===== config.mk =====
export PLATFORM = sky130hd
export DESIGN_NAME = idle_power_ctrl
export DESIGN_NICKNAME = d
export VERILOG_FILES = /design/src/rtl/idle_pkg.sv /design/src/rtl/idle_rst_sync.sv /design/src/rtl/idle_rst_qual.sv /design/src/rtl/idle_pcon_reg.sv /design/src/rtl/idle_clk_gate.sv /design/src/rtl/idle_io_hold.sv /design/src/rtl/idle_power_ctrl.sv
export SDC_FILE = /design/constraint.sdc
export NUM_CORES = 1
export LEC_CHECK = 0
export ABC_AREA = 1
export BUFFER_PORTS_ARGS = -buffer_cell sky130_fd_sc_hd__buf_2
export CORE_UTILIZATION = 29
export CTS_CLUSTER_SIZE = 30
export DETAILED_ROUTE_END_ITERATION = 10
export HOLD_SLACK_MARGIN = 0.05
export PLACE_DENSITY_LB_ADDON = 0.3
export SLEW_MARGIN = 30
export SYNTH_ARGS = -nofsm -noshare
export SYNTH_HDL_FRONTEND = slang
export SYNTH_HIERARCHICAL = 1
export SYNTH_SLANG_ARGS = --single-unit

===== constraint.sdc =====
create_clock -name clk -period 1.11 [get_ports clk]
set_input_delay 0.111 -clock clk [delete_from_list [all_inputs] [get_ports clk]]
set_output_delay 0.111 -clock clk [all_outputs]
set_load 0.1 [all_outputs]

===== src/rtl/idle_pkg.sv =====
package idle_pkg;
  localparam int unsigned PCON_W    = 8;
  localparam int unsigned IDLE_BIT  = 0;
  localparam int unsigned FLAG0_BIT = 2;
  localparam int unsigned FLAG1_BIT = 3;
  localparam logic [PCON_W-1:0] PCON_WR_MASK =
    PCON_W'((1 << IDLE_BIT) | (1 << FLAG0_BIT) | (1 << FLAG1_BIT));
endpackage


===== src/rtl/idle_rst_sync.sv =====
module idle_rst_sync (
  input  logic clk,
  input  logic arst_n,
  output logic rst_n
);
  logic [1:0] stage_q;

  always_ff @(posedge clk or negedge arst_n) begin
    if (!arst_n) stage_q <= 2'b00;
    else         stage_q <= {stage_q[0], 1'b1};
  end

  assign rst_n = stage_q[1];
endmodule


===== src/rtl/idle_rst_qual.sv =====
module idle_rst_qual #(
  parameter int unsigned SYNC_STAGES = 2,
  parameter int unsigned QUAL_CYC    = 24
) (
  input  logic clk,
  input  logic rst_n,
  input  logic pin,
  output logic qualified
);
  localparam int unsigned CNT_W = $clog2(QUAL_CYC + 1);
  localparam logic [CNT_W-1:0] CNT_MAX = CNT_W'(QUAL_CYC);

  logic [SYNC_STAGES-1:0] sync_q;
  logic [CNT_W-1:0]       cnt_q, cnt_d;

  generate
    if (SYNC_STAGES == 1) begin : g_one
      always_ff @(posedge clk or negedge rst_n) begin
        if (!rst_n) sync_q <= '0;
        else        sync_q <= pin;
      end
    end else begin : g_chain
      always_ff @(posedge clk or negedge rst_n) begin
        if (!rst_n) sync_q <= '0;
        else        sync_q <= {sync_q[SYNC_STAGES-2:0], pin};
      end
    end
  endgenerate

  always_comb begin
    if (!sync_q[SYNC_STAGES-1])  cnt_d = '0;
    else if (cnt_q == CNT_MAX)   cnt_d = cnt_q;
    else                         cnt_d = cnt_q + 1'b1;
  end

  always_ff @(posedge clk or negedge rst_n) begin
    if (!rst_n) cnt_q <= '0;
    else        cnt_q <= cnt_d;
  end

  assign qualified = (cnt_q == CNT_MAX);
endmodule


===== src/rtl/idle_pcon_reg.sv =====
module idle_pcon_reg
  import idle_pkg::*;
(
  input  logic              clk,
  input  logic              rst_n,
  input  logic              wr_en,
  input  logic [PCON_W-1:0] wr_data,
  input  logic              wake,
  input  logic              core_rst,
  output logic [PCON_W-1:0] pcon_q,
  output logic              idle,
  output logic              enter
);
  logic [PCON_W-1:0] pcon_d;

  always_comb begin
    pcon_d = pcon_q;
    if (core_rst)                pcon_d = '0;
    else if (pcon_q[IDLE_BIT]) begin
      if (wake)                  pcon_d[IDLE_BIT] = 1'b0;
    end else if (wr_en)          pcon_d = wr_data & PCON_WR_MASK;
  end

  always_ff @(posedge clk or negedge rst_n) begin
    if (!rst_n) pcon_q <= '0;
    else        pcon_q <= pcon_d;
  end

  assign idle  = pcon_q[IDLE_BIT];
  assign enter = !pcon_q[IDLE_BIT] && pcon_d[IDLE_BIT];
endmodule


===== src/rtl/idle_clk_gate.sv =====
module idle_clk_gate (
  input  logic clk,
  input  logic rst_n,
  input  logic run,
  output logic en,
  output logic gclk
);
  logic en_d;

  assign en_d = run;

  // Enable is updated on the falling edge, so it is constant across each high phase.
  always_ff @(negedge clk or negedge rst_n) begin
    if (!rst_n) en <= 1'b1;
    else        en <= en_d;
  end

  assign gclk = clk & en;
endmodule


===== src/rtl/idle_io_hold.sv =====
module idle_io_hold #(
  parameter int unsigned PORT_W = 8
) (
  input  logic              clk,
  input  logic              rst_n,
  input  logic              idle,
  input  logic              enter,
  input  logic [PORT_W-1:0] port_cpu,
  input  logic              ale_cpu,
  input  logic              psen_cpu,
  output logic [PORT_W-1:0] port_pins,
  output logic              ale,
  output logic              psen
);
  logic [PORT_W-1:0] hold_q, hold_d;

  assign hold_d = enter ? port_cpu : hold_q;

  always_ff @(posedge clk or negedge rst_n) begin
    if (!rst_n) hold_q <= '0;
    else        hold_q <= hold_d;
  end

  assign port_pins = idle ? hold_q : port_cpu;
  assign ale       = idle | ale_cpu;
  assign psen      = idle | psen_cpu;
endmodule


===== src/rtl/idle_power_ctrl.sv =====
module idle_power_ctrl
  import idle_pkg::*;
#(
  parameter int unsigned IRQ_W       = 5,
  parameter int unsigned PORT_W      = 8,
  parameter int unsigned SYNC_STAGES = 2,
  parameter int unsigned QUAL_CYC    = 24
) (
  input  logic              clk,
  input  logic              arst_n,
  input  logic              rst_pin,
  input  logic              wr_en,
  input  logic [7:0]        wr_data,
  output logic [7:0]        pcon_rd,
  input  logic [IRQ_W-1:0]  irq_req,
  input  logic [IRQ_W-1:0]  irq_en,
  input  logic              irq_global_en,
  input  logic [PORT_W-1:0] port_cpu,
  input  logic              ale_cpu,
  input  logic              psen_cpu,
  output logic [PORT_W-1:0] port_pins,
  output logic              ale,
  output logic              psen,
  output logic              cpu_clk_en,
  output logic              cpu_clk,
  output logic              periph_clk_en,
  output logic              core_rst
);
  logic rst_n_i;
  logic wake;
  logic idle;
  logic enter;

  assign wake          = irq_global_en && (|(irq_req & irq_en));
  assign periph_clk_en = 1'b1;

  idle_rst_sync u_rst_sync (
    .clk    (clk),
    .arst_n (arst_n),
    .rst_n  (rst_n_i)
  );

  idle_rst_qual #(
    .SYNC_STAGES (SYNC_STAGES),
    .QUAL_CYC    (QUAL_CYC)
  ) u_rst_qual (
    .clk       (clk),
    .rst_n     (rst_n_i),
    .pin       (rst_pin),
    .qualified (core_rst)
  );

  idle_pcon_reg u_pcon (
    .clk      (clk),
    .rst_n    (rst_n_i),
    .wr_en    (wr_en),
    .wr_data  (wr_data),
    .wake     (wake),
    .core_rst (core_rst),
    .pcon_q   (pcon_rd),
    .idle     (idle),
    .enter    (enter)
  );

  idle_clk_gate u_gate (
    .clk   (clk),
    .rst_n (rst_n_i),
    .run   (!idle),
    .en    (cpu_clk_en),
    .gclk  (cpu_clk)
  );

  idle_io_hold #(
    .PORT_W (PORT_W)
  ) u_io (
    .clk       (clk),
    .rst_n     (rst_n_i),
    .idle      (idle),
    .enter     (enter),
    .port_cpu  (port_cpu),
    .ale_cpu   (ale_cpu),
    .psen_cpu  (psen_cpu),
    .port_pins (port_pins),
    .ale       (ale),
    .psen      (psen)
  );
endmodule


==> metrics <==
status=finished, violations left; failing checks=negative setup slack; row count=22; Pwr per Cell Area=2400 nW/um^2; most common cell after layout, fill and taps aside=nand2_1; Placeable Area=3660 sq um; initial core utilization=30.3%; setup TNS=-10.74 ns; placed instance area=1720 sq um; initial antenna violation count=0; Synth warnings=6; Unique masters post-synth=19; final std cells w/o fill=276; commonest cells after routing, fill and taps aside=37 x nand2_1, 28 x buf_2, 19 x nand2_2, 18 x dfrtp_1; die area=4080 sq um; largest net degree at the start of global routing=19; CTS clk-pin slew, worst paths=0.08 ns; die span in y=63.9 microns; LEAKAGE=1.13 nW; unrepaired setup endpoints after global routing=yes; DR top layer=met4; mapped cell area=1110 sq um; # setup viols final=31; top cell type's share of synthesized area=45.1%; setup ws final=-0.900 ns; port bufs=43; Vias/cell=4.35; RePlAce Congestion=0.801; Final Hold Fails=0; Slew Limit Fails=0; fin area=2240 sq um; DRC=0; VDD IR max=1.43 mV; antenna cells=0; Pre-antenna DRT Iters=4; worst hold slack=0.244 ns; clk_lat worst skew=0.44 ns; Synth area leaders=dfrtp_1 45%, nand2_1 22%, buf_4 4.7%; sequential share of the synthesized area=47.5%; CP Data Required Time=1.00 ns; global-route wire length before repair=5020 microns; total track usage=16.3%; Worst EP arrival=1.90 ns; Avg Synthesized Cell Area=7.65 sq um; die width=63.9 microns; met3 wire length=130 microns; routed via count=1200; DR WL met2=1540 microns; Syn Inst Count=145; Startpoint Class=flop; Avg WL per Cell=10.8 microns; Worst Setup End Kind=output port; crit path max fanout=2; WS Path Type=flop to output port; ANT nets after route=0; layout cell share with drive strength beyond 1=55.7%; Area growth syn-to-layout=102%; clock skew=0.0766 ns; grt total ovfl=0; Total Wirelength=2990 microns; hold crit path type=flop to asynchronous set/reset pin; Yosys reg bits=21; Inst Count DP=242; initial DRC count=29; Final Util=61.3%; I/O Pins=55; met1 WL=1220 microns; largest area contributor in the netlist=dfrtp_1; hpwl dp=1850 microns; vias in the first global route=1268; nets@finish=264; TritonCTS clock tree=done; number of max-cap violations=0
power breakdown:
part | leakage (nW) | total, mW | switching (mW) | internal [mW]
clock | 0.0699 | 1.14 | 0.544 | 0.597
combinational | 0.802 | 3.11 | 1.95 | 1.16
sequential | 0.259 | 1.14 | 0.174 | 0.969
total | 1.13 | 5.39 | 2.67 | 2.73
timing repair:
item | in CTS | in global routing
setup endpoints to repair | 28 | 32
pin swaps | 12 | 8
hold endpoints to repair | 14 | 0
gates cloned | 2 | 0
setup buffers | 5 | 8
hold buffers | 16 | 0
gates resized for setup | 43 | 13
cells in the mapped netlist:
cell type,n
dfstp_2,1
or2_1,2
nor3_2,2
inv_2,2
nand2_1,65
o21bai_1,1
nand2_2,5
nor2_1,7
buf_4,7
a21oi_1,1
o21ai_0,1
nand3_1,8
nand4_1,2
ha_1,2
inv_1,13
nor2_4,1
dfrtp_1,20
conb_1,3
buf_6,2
flip-flops by register name (all words and copies together), names as in the netlist:
signal / flops
u_io/hold_q: 8
u_rst_qual/sync_q: 2
u_pcon/pcon_q: 3
u_rst_qual/cnt_q: 5
u_rst_sync/stage_q: 2
u_gate/en: 1
per-stage QoR:
step | setup WS, ns | power [mW]
final | -0.900 | 5.39
after global routing | -0.939 | 5.62
after floorplan | -0.749 | 3.22
after detailed placement | -0.655 | 4.17
after CTS | -0.912 | 5.31
after global placement | -0.652 | 4.15
worst max-delay path, cell delays in order (launching register included):
cell	delay [ns]
dfstp_4	0.61
nand2_4	0.05
clkinvlp_4	0.07
buf_12	0.16
layout make-up:
cell class,count,area [sq um]
inverters,13,67.6
multi-input cells,104,667
fillers,293,1420
clock buffers,7,103
repair buffers,80,800
flip-flops and latches,21,533
clock inverters,3,15.0
well taps,48,60.1
final timing paths:
check | from | end | slack, ns | depth (start not counted)
hold reg to reg | u_rst_sync/stage_q[1]$_DFF_PN0_ | u_rst_qual/cnt_q[0]$_DFFE_PN0P_ | 0.24 | 1
setup reg to reg | u_rst_qual/cnt_q[1]$_DFFE_PN0P_ | u_io/hold_q[0]$_DFFE_PN0P_ | -0.42 | 12
max in group asynchronous | u_rst_sync/stage_q[1]$_DFF_PN0_ | u_gate/en$_DFF_NN1_ | 0.39 | 0
setup / recovery | u_gate/en$_DFF_NN1_ | cpu_clk | -0.90 | 3
min in group clk | irq_global_en | u_pcon/pcon_q[0]$_DFF_PN0_ | 0.25 | 7
hold / removal | u_rst_sync/stage_q[1]$_DFF_PN0_ | u_rst_qual/cnt_q[0]$_DFFE_PN0P_ | 0.24 | 1
kinds of logic after synthesis:
| group | share of synthesized area, % |
|---|---|
| other cells | 1.01 |
| compound gates | 1.58 |
| simple gates | 35.9 |
| flops | 47.5 |
| buf+inv | 11.8 |
| fa+ha+maj | 2.25 |
layer usage:
| metal | up-vias | track usage [%] |
|---|---|---|
| li1 | 592 | - |
| met3 | 8 | 3.39 |
| met5 | - | 0 |
| met1 | 557 | 16.4 |
| met4 | 0 | 12.8 |
| met2 | 43 | 29.1 |
Power figures use the tool's default switching activity.
